### config.mk
export PLATFORM = sky130hd
export DESIGN_NAME = async_sram_ctl
export DESIGN_NICKNAME = d
export VERILOG_FILES = /design/src/rtl/sram_ctl_pkg.sv /design/src/rtl/sram_cycle_timer.sv /design/src/rtl/sram_io_regs.sv /design/src/rtl/async_sram_ctl.sv
export SDC_FILE = /design/constraint.sdc
export NUM_CORES = 1
export LEC_CHECK = 0
export CAP_MARGIN = 20
export CORE_AREA = 2 2 56 58
export CTS_BUF_LIST = sky130_fd_sc_hd__clkbuf_4 sky130_fd_sc_hd__clkbuf_8
export CTS_CLUSTER_DIAMETER = 30
export CTS_CLUSTER_SIZE = 12
export DETAILED_ROUTE_END_ITERATION = 16
export DIE_AREA = 0 0 58 60
export PLACE_DENSITY = 0.75
export SYNTH_ARGS = -nofsm -noshare
export SYNTH_HDL_FRONTEND = slang
export SYNTH_HIERARCHICAL = 1
export SYNTH_SLANG_ARGS = --single-unit
export TNS_END_PERCENT = 50
### constraint.sdc
create_clock -name clk_i -period 1.67 [get_ports clk_i]
set_clock_uncertainty 0.2 [all_clocks]
set_input_delay 0.4175 -clock clk_i [delete_from_list [all_inputs] [get_ports clk_i]]
set_output_delay 0.4175 -clock clk_i [all_outputs]
set_load 0.02 [all_outputs]
### src/rtl/sram_ctl_pkg.sv
package sram_ctl_pkg;
  typedef enum logic [2:0] {
    ST_IDLE,
    ST_WR_SETUP,
    ST_WR_PULSE,
    ST_WR_HOLD,
    ST_RD_ACCESS,
    ST_RECOVER
  } ctl_state_e;

  // whole clock cycles covering a ns limit, at least one
  function automatic int unsigned ns_to_cyc(input int unsigned ns, input int unsigned period);
    int unsigned c;
    c = (ns + period - 1) / period;
    return (c == 0) ? 1 : c;
  endfunction
endpackage

### src/rtl/sram_cycle_timer.sv
module sram_cycle_timer #(
  parameter int unsigned CNT_W = 2
) (
  input  logic             clk_i,
  input  logic             rst_ni,
  input  logic             load_i,
  input  logic [CNT_W-1:0] val_i,
  output logic             zero_o
);
  logic [CNT_W-1:0] cnt_q;

  always_ff @(posedge clk_i or negedge rst_ni) begin
    if (!rst_ni)              cnt_q <= '0;
    else if (load_i)          cnt_q <= val_i;
    else if (cnt_q != '0)     cnt_q <= cnt_q - 1'b1;
  end

  assign zero_o = (cnt_q == '0);
endmodule

### src/rtl/sram_io_regs.sv
module sram_io_regs #(
  parameter int unsigned ADDR_W = 14
) (
  input  logic              clk_i,
  input  logic              rst_ni,
  input  logic              accept_i,
  input  logic [ADDR_W-1:0] addr_i,
  input  logic              wdata_i,
  input  logic              capture_i,
  input  logic              mem_do_i,
  output logic [ADDR_W-1:0] mem_addr_o,
  output logic              mem_di_o,
  output logic              rdata_o,
  output logic              rvalid_o
);
  always_ff @(posedge clk_i or negedge rst_ni) begin
    if (!rst_ni) begin
      mem_addr_o <= '0;
      mem_di_o   <= 1'b0;
    end else if (accept_i) begin
      mem_addr_o <= addr_i;
      mem_di_o   <= wdata_i;
    end
  end

  always_ff @(posedge clk_i or negedge rst_ni) begin
    if (!rst_ni) begin
      rdata_o  <= 1'b0;
      rvalid_o <= 1'b0;
    end else begin
      rvalid_o <= capture_i;
      if (capture_i) rdata_o <= mem_do_i;
    end
  end

  p_rvalid_single_r6: assert property (@(posedge clk_i) disable iff (!rst_ni)
    rvalid_o |=> !rvalid_o);
endmodule

### src/rtl/async_sram_ctl.sv
module async_sram_ctl
  import sram_ctl_pkg::*;
#(
  parameter int unsigned ADDR_W        = 14,
  parameter int unsigned CLK_PERIOD_NS = 8,
  parameter int unsigned T_ACCESS_NS   = 15,
  parameter int unsigned T_WE_NS       = 12,
  parameter int unsigned T_RECOVER_NS  = 8
) (
  input  logic              clk_i,
  input  logic              rst_ni,
  input  logic              req_i,
  input  logic              we_i,
  input  logic [ADDR_W-1:0] addr_i,
  input  logic              wdata_i,
  output logic              ready_o,
  output logic              rdata_o,
  output logic              rvalid_o,
  output logic [ADDR_W-1:0] mem_addr_o,
  output logic              mem_ce_no,
  output logic              mem_we_no,
  output logic              mem_di_o,
  input  logic              mem_do_i
);
  localparam int unsigned ACC_CYC = ns_to_cyc(T_ACCESS_NS, CLK_PERIOD_NS);
  localparam int unsigned WE_CYC  = ns_to_cyc(T_WE_NS, CLK_PERIOD_NS);
  localparam int unsigned REC_CYC = ns_to_cyc(T_RECOVER_NS, CLK_PERIOD_NS);
  localparam int unsigned MAX_CYC = (ACC_CYC > WE_CYC)
                                    ? ((ACC_CYC > REC_CYC) ? ACC_CYC : REC_CYC)
                                    : ((WE_CYC > REC_CYC) ? WE_CYC : REC_CYC);
  localparam int unsigned CNT_W   = $clog2(MAX_CYC + 1);

  ctl_state_e       state_q, state_d;
  logic             load, accept, capture, tmr_zero;
  logic [CNT_W-1:0] load_val;
  logic             ce_act_d;

  sram_cycle_timer #(.CNT_W(CNT_W)) u_timer (
    .clk_i  (clk_i),
    .rst_ni (rst_ni),
    .load_i (load),
    .val_i  (load_val),
    .zero_o (tmr_zero)
  );

  sram_io_regs #(.ADDR_W(ADDR_W)) u_io (
    .clk_i      (clk_i),
    .rst_ni     (rst_ni),
    .accept_i   (accept),
    .addr_i     (addr_i),
    .wdata_i    (wdata_i),
    .capture_i  (capture),
    .mem_do_i   (mem_do_i),
    .mem_addr_o (mem_addr_o),
    .mem_di_o   (mem_di_o),
    .rdata_o    (rdata_o),
    .rvalid_o   (rvalid_o)
  );

  always_comb begin
    state_d  = state_q;
    load     = 1'b0;
    load_val = '0;
    accept   = 1'b0;
    capture  = 1'b0;
    unique case (state_q)
      ST_IDLE: if (req_i) begin
        accept = 1'b1;
        if (we_i) state_d = ST_WR_SETUP;
        else begin
          state_d  = ST_RD_ACCESS;
          load     = 1'b1;
          load_val = CNT_W'(ACC_CYC - 1);
        end
      end
      ST_WR_SETUP: begin
        state_d  = ST_WR_PULSE;
        load     = 1'b1;
        load_val = CNT_W'(WE_CYC - 1);
      end
      ST_WR_PULSE: if (tmr_zero) state_d = ST_WR_HOLD;
      ST_WR_HOLD: begin  // WE back high, CE still low
        state_d  = ST_RECOVER;
        load     = 1'b1;
        load_val = CNT_W'(REC_CYC - 1);
      end
      ST_RD_ACCESS: if (tmr_zero) begin
        capture  = 1'b1;
        state_d  = ST_RECOVER;
        load     = 1'b1;
        load_val = CNT_W'(REC_CYC - 1);
      end
      ST_RECOVER: if (tmr_zero) state_d = ST_IDLE;
      default: state_d = ST_IDLE;
    endcase
  end

  assign ce_act_d = (state_d == ST_WR_SETUP) || (state_d == ST_WR_PULSE) ||
                    (state_d == ST_WR_HOLD)  || (state_d == ST_RD_ACCESS);

  // strobes registered from next state: glitch-free at the pins
  always_ff @(posedge clk_i or negedge rst_ni) begin
    if (!rst_ni) begin
      state_q   <= ST_IDLE;
      mem_ce_no <= 1'b1;
      mem_we_no <= 1'b1;
    end else begin
      state_q   <= state_d;
      mem_ce_no <= !ce_act_d;
      mem_we_no <= (state_d != ST_WR_PULSE);
    end
  end

  assign ready_o = (state_q == ST_IDLE);

  // checking counters
  logic [CNT_W:0] we_lo_cnt, ce_hi_cnt;
  always_ff @(posedge clk_i or negedge rst_ni) begin
    if (!rst_ni) begin
      we_lo_cnt <= '0;
      ce_hi_cnt <= '0;
    end else begin
      we_lo_cnt <= !mem_we_no ? we_lo_cnt + 1'b1 : '0;
      if (!mem_ce_no) ce_hi_cnt <= '0;
      else if (ce_hi_cnt != '1) ce_hi_cnt <= ce_hi_cnt + 1'b1;
    end
  end

  p_we_in_ce_r2: assert property (@(posedge clk_i) disable iff (!rst_ni)
    !mem_we_no |-> !mem_ce_no);
  p_ready_desel_r2: assert property (@(posedge clk_i) disable iff (!rst_ni)
    ready_o |-> mem_ce_no);
  p_ce_after_we_r4: assert property (@(posedge clk_i) disable iff (!rst_ni)
    $rose(mem_ce_no) |-> $past(mem_we_no));
  p_we_width_r4: assert property (@(posedge clk_i) disable iff (!rst_ni)
    $rose(mem_we_no) |-> we_lo_cnt == (CNT_W+1)'(WE_CYC));
  p_addr_hold_r5: assert property (@(posedge clk_i) disable iff (!rst_ni)
    !mem_ce_no |=> (mem_ce_no || $stable(mem_addr_o)));
  p_di_hold_r5: assert property (@(posedge clk_i) disable iff (!rst_ni)
    !mem_ce_no |=> (mem_ce_no || $stable(mem_di_o)));
  p_capture_read_r6: assert property (@(posedge clk_i) disable iff (!rst_ni)
    capture |-> (!mem_ce_no && mem_we_no));
  p_recover_r7: assert property (@(posedge clk_i) disable iff (!rst_ni)
    $rose(ready_o) |-> ce_hi_cnt >= (CNT_W+1)'(REC_CYC));
endmodule

==> summary.md <==
| Metric | Value |
|---|---|
| FILL cells | `~250` |
| Peak VDD IR | `~1.0 mV` |
| Static Leak | `around 0.0008 uW` |
| Max Cap Viol | `0` |
| CTS tree | `done` |
| Die height | `60 um` |
| DR DRC count | `0` |
| Core footprint | `just under 0.003 mm2` |
| Combinational Power Share | `about three fifths` |
| Die Area | `0.00348 mm2` |
| Clock power frac | `approximately 8.9%` |
| Fin. Hold Viols | `0` |
| Clk buf depth | `2` |
| Share of layout cells above drive strength 1 | `around 36%` |
| Fin. max-slew vios | `0` |
| Largest net degree at the start of global routing | `25` |
| Post-Syn Instances | `84` |
| Seq pwr share | `31.1%` |
| Pint | `about 2100 uW` |
| Worst Slack Setup Final | `-56.0 ps` |
| Ant diodes | `0` |
| GR Util All Layers | `about an eighth` |
| Crit path DAT | `approximately 1100 ps` |
| CP Class | `reg2out` |
| GPL Wtd Cong | `0.814` |
| Initial antenna violation count | `0` |
| Syn_nets | `between 100 and 150` |
| Worst setup EP type | `output pin` |
| Status | `finished with violations` |
| Failing checks | `setup timing` |
| Fmax achieved | `579 MHz` |
| Via/cell ratio | `roughly 4.8` |
| Register area share after synthesis | `53.1%` |
| Vias in the first global route | `~800` |
| Drt wl/cell | `roughly 13 um` |
| Setup TNS Final | `-539 ps` |
| Clock Latency Late Sink | `300 ps` |
| HPWL Detailed | `approximately 1600 um` |
| Gr ovfl total | `0` |
| Antenna Nets Post-Route | `0` |
| Final Critical Period | `between 1500 and 2000 ps` |
| CTS buffer count | `3` |
| Root buffer cell | `clkbuf_4` |
| Mapped Avg Cell Area | `approximately 14 um2` |
| Number of H-tree levels | `1` |
| Final Setup Violations | `17` |
| Unrepaired setup endpoints after global routing | `true` |
| First DRT Iteration DRCs | `13` |
| Fin nets | `160` |
| Clock sink count | `24` |
| Net switching power | `around 1200 uW` |
| Max Fanout on Critical Path | `2` |
| Worst-path clk slew | `about 130 ps` |
| Ys Warns | `6` |
| CP Launch Type | `register` |
| First-pass GRT wire length | `around 3600 um` |
| Number of synthesized register bits | `24` |
| Power density cells | `~1900 mW/mm2` |
| DP Worst Slack | `-361 ps` |
| Switching power share of the total | `between 30% and 40%` |
| Synthesized area | `roughly 0.0011 mm2` |
| Vias after detailed routing | `between 800 and 900` |
| Number of top-level pins | `40` |
| First-pass iteration count of the detailed router | `4` |
| Final wirelength | `~2200 um` |
| CP required | `roughly 1100 ps` |
| Die W | `58 um` |
| Row count | `20` |
| IO Port Bufs | `39` |
| Area Overhead vs Synth | `53.0%` |
| Worst Hold Class | `in2async` |
| Fin crit share | `103%` |
| Initial Util | `between 30% and 40%` |
| Distinct cell type count after synthesis | `36` |
[cells by family after synthesis]
| family | Yosys count | synth area share [%] |
|---|---|---|
| other | 1 | 0.330 |
| buffers and inverters | 9 | 6.17 |
| flip-flops | 24 | 53.1 |
| XOR/XNOR | 2 | 1.54 |
| AND/OR/NAND/NOR | 19 | 11.1 |
| multiplexers | 16 | 19.2 |
| adder cells (fa/ha/maj) | 1 | 1.10 |
| AO/OA/AOI/OAI | 12 | 7.39 |
[layout by cell type, fill, tap and decap left out, types with 2 or more instances in the layout]
cell type and count:
clkbuf_4 3, clkdlybuf4s15_1 14, o21ai_1 2, clkdlybuf4s50_1 18, dfrtp_1 22, nand2_1 2
nor3b_1 2, dfstp_2 2, mux2_4 15, inv_1 3, clkbuf_2 2, nor2_1 4
a21oi_1 2, buf_12 2, buf_4 13, buf_2 2
[routing by layer]
layer	wire, um	track usage, %	vias up	part of all wire, %
li1	-	-	400	-
met1	982	18.8	393	44
met2	1050	20.3	27	47
met3	182	2.60	0	8.2
met4	0	3.99	0	0
met5	0	0	-	0
[registers in the layout, indices dropped and copies added, names as in the netlist]
name and count:
mem_we_no 1, state_q 3, mem_ce_no 1, u_io/rdata_o 1, u_io/mem_di_o 1, u_io/rvalid_o 1
u_timer/cnt_q 2, u_io/mem_addr_o 14
[final timing paths]
check / startpoint / end / slack (ps) / cells after the start
setup / recovery: state_q[0]$_DFF_PN0_ / ready_o / -60 / 2
setup reg to reg: state_q[0]$_DFF_PN0_ / u_io/mem_addr_o[10]$_DFFE_PN0P_ / -50 / 5
hold reg to reg: u_io/rdata_o$_DFFE_PN0P_ / u_io/rdata_o$_DFFE_PN0P_ / 320 / 1
min in group clk_i: u_io/rdata_o$_DFFE_PN0P_ / u_io/rdata_o$_DFFE_PN0P_ / 320 / 1
max in group asynchronous: rst_ni / mem_ce_no$_DFF_PN1_ / 800 / 2
hold / removal: rst_ni / u_timer/cnt_q[0]$_DFFE_PN0P_ / 250 / 2
[power groups by stage]
stage / clock [uW] / sequential, uW / combinational, uW
CTS: 311 / 1030 / 1920
global placement: 0 / 1030 / 1970
floorplan: 0 / 1330 / 901
detailed placement: 0 / 1050 / 2010
finish: 294 / 1030 / 1990
global route: 333 / 1070 / 2130
[timing repair]
| item | 4_1_cts | 5_1_grt |
|---|---|---|
| hold buffers | 0 | 0 |
| gates cloned | 0 | 1 |
| buffers inserted | 0 | 0 |
| resized for setup | 38 | 21 |
| endpoints found under the setup margin | 38 | 35 |
| pin swaps | 1 | 1 |
[cells in the mapped netlist]
| library cell | instances | area [um2] |
|---|---|---|
| nor4b_2 | 1 | 15.0 |
| or3_1 | 1 | 6.26 |
| nor3b_1 | 3 | 22.5 |
| buf_4 | 1 | 7.51 |
| ha_1 | 1 | 12.5 |
| a2bb2oi_1 | 1 | 8.76 |
| nand3_1 | 1 | 5.00 |
| mux2_4 | 10 | 150 |
| o211a_1 | 1 | 10.0 |
| a211oi_1 | 1 | 7.51 |
| nand2_1 | 2 | 7.51 |
| buf_6 | 2 | 22.5 |
| or2b_1 | 1 | 7.51 |
| nand3b_1 | 1 | 7.51 |
| o32a_2 | 1 | 11.3 |
| a21oi_1 | 2 | 10.0 |
| o21ai_1 | 2 | 10.0 |
| o21ai_0 | 1 | 5.00 |
| nand2b_1 | 1 | 6.26 |
| nand4bb_1 | 1 | 11.3 |
| and2_1 | 2 | 12.5 |
| buf_2 | 1 | 5.00 |
| buf_12 | 1 | 20.0 |
| o22ai_1 | 1 | 6.26 |
| xnor2_1 | 1 | 8.76 |
| nor2_1 | 4 | 15.0 |
| xor2_1 | 1 | 8.76 |
| inv_1 | 3 | 11.3 |
| nor3_2 | 1 | 10.0 |
| a31oi_1 | 1 | 6.26 |
| dfstp_2 | 2 | 52.6 |
| inv_2 | 1 | 3.75 |
| conb_1 | 1 | 3.75 |
| o31a_1 | 1 | 8.76 |
| dfrtp_1 | 22 | 551 |
| mux2_2 | 6 | 67.6 |
[layout make-up]
cell class	count	area [um2]	area share (%)
clock buffers	4	36.3	2.09
inverters	4	15.0	0.865
repair buffers	55	536	30.8
flip-flops and latches	24	603	34.7
multi-input cells	51	505	29.1
well taps	33	41.3	2.38
[per-stage QoR]
stage	power, uW	cell area, um2	hold WS [ps]	utilization [%]	instances
after CTS	3260	1690	251	58.2	170
after global routing	3530	1740	244	59.8	171
final	3310	1740	253	59.8	171
after detailed placement	3050	1660	296	57.0	166
after floorplan	2230	1140	-78.1	-	84
after global placement	3000	1660	290	57.0	166
[critical path, stage by stage, from the launching register on]
cell and delay (ps):
dfrtp_1 440, nor3_4 220, buf_6 140
(Power assumes the default switching activity.)
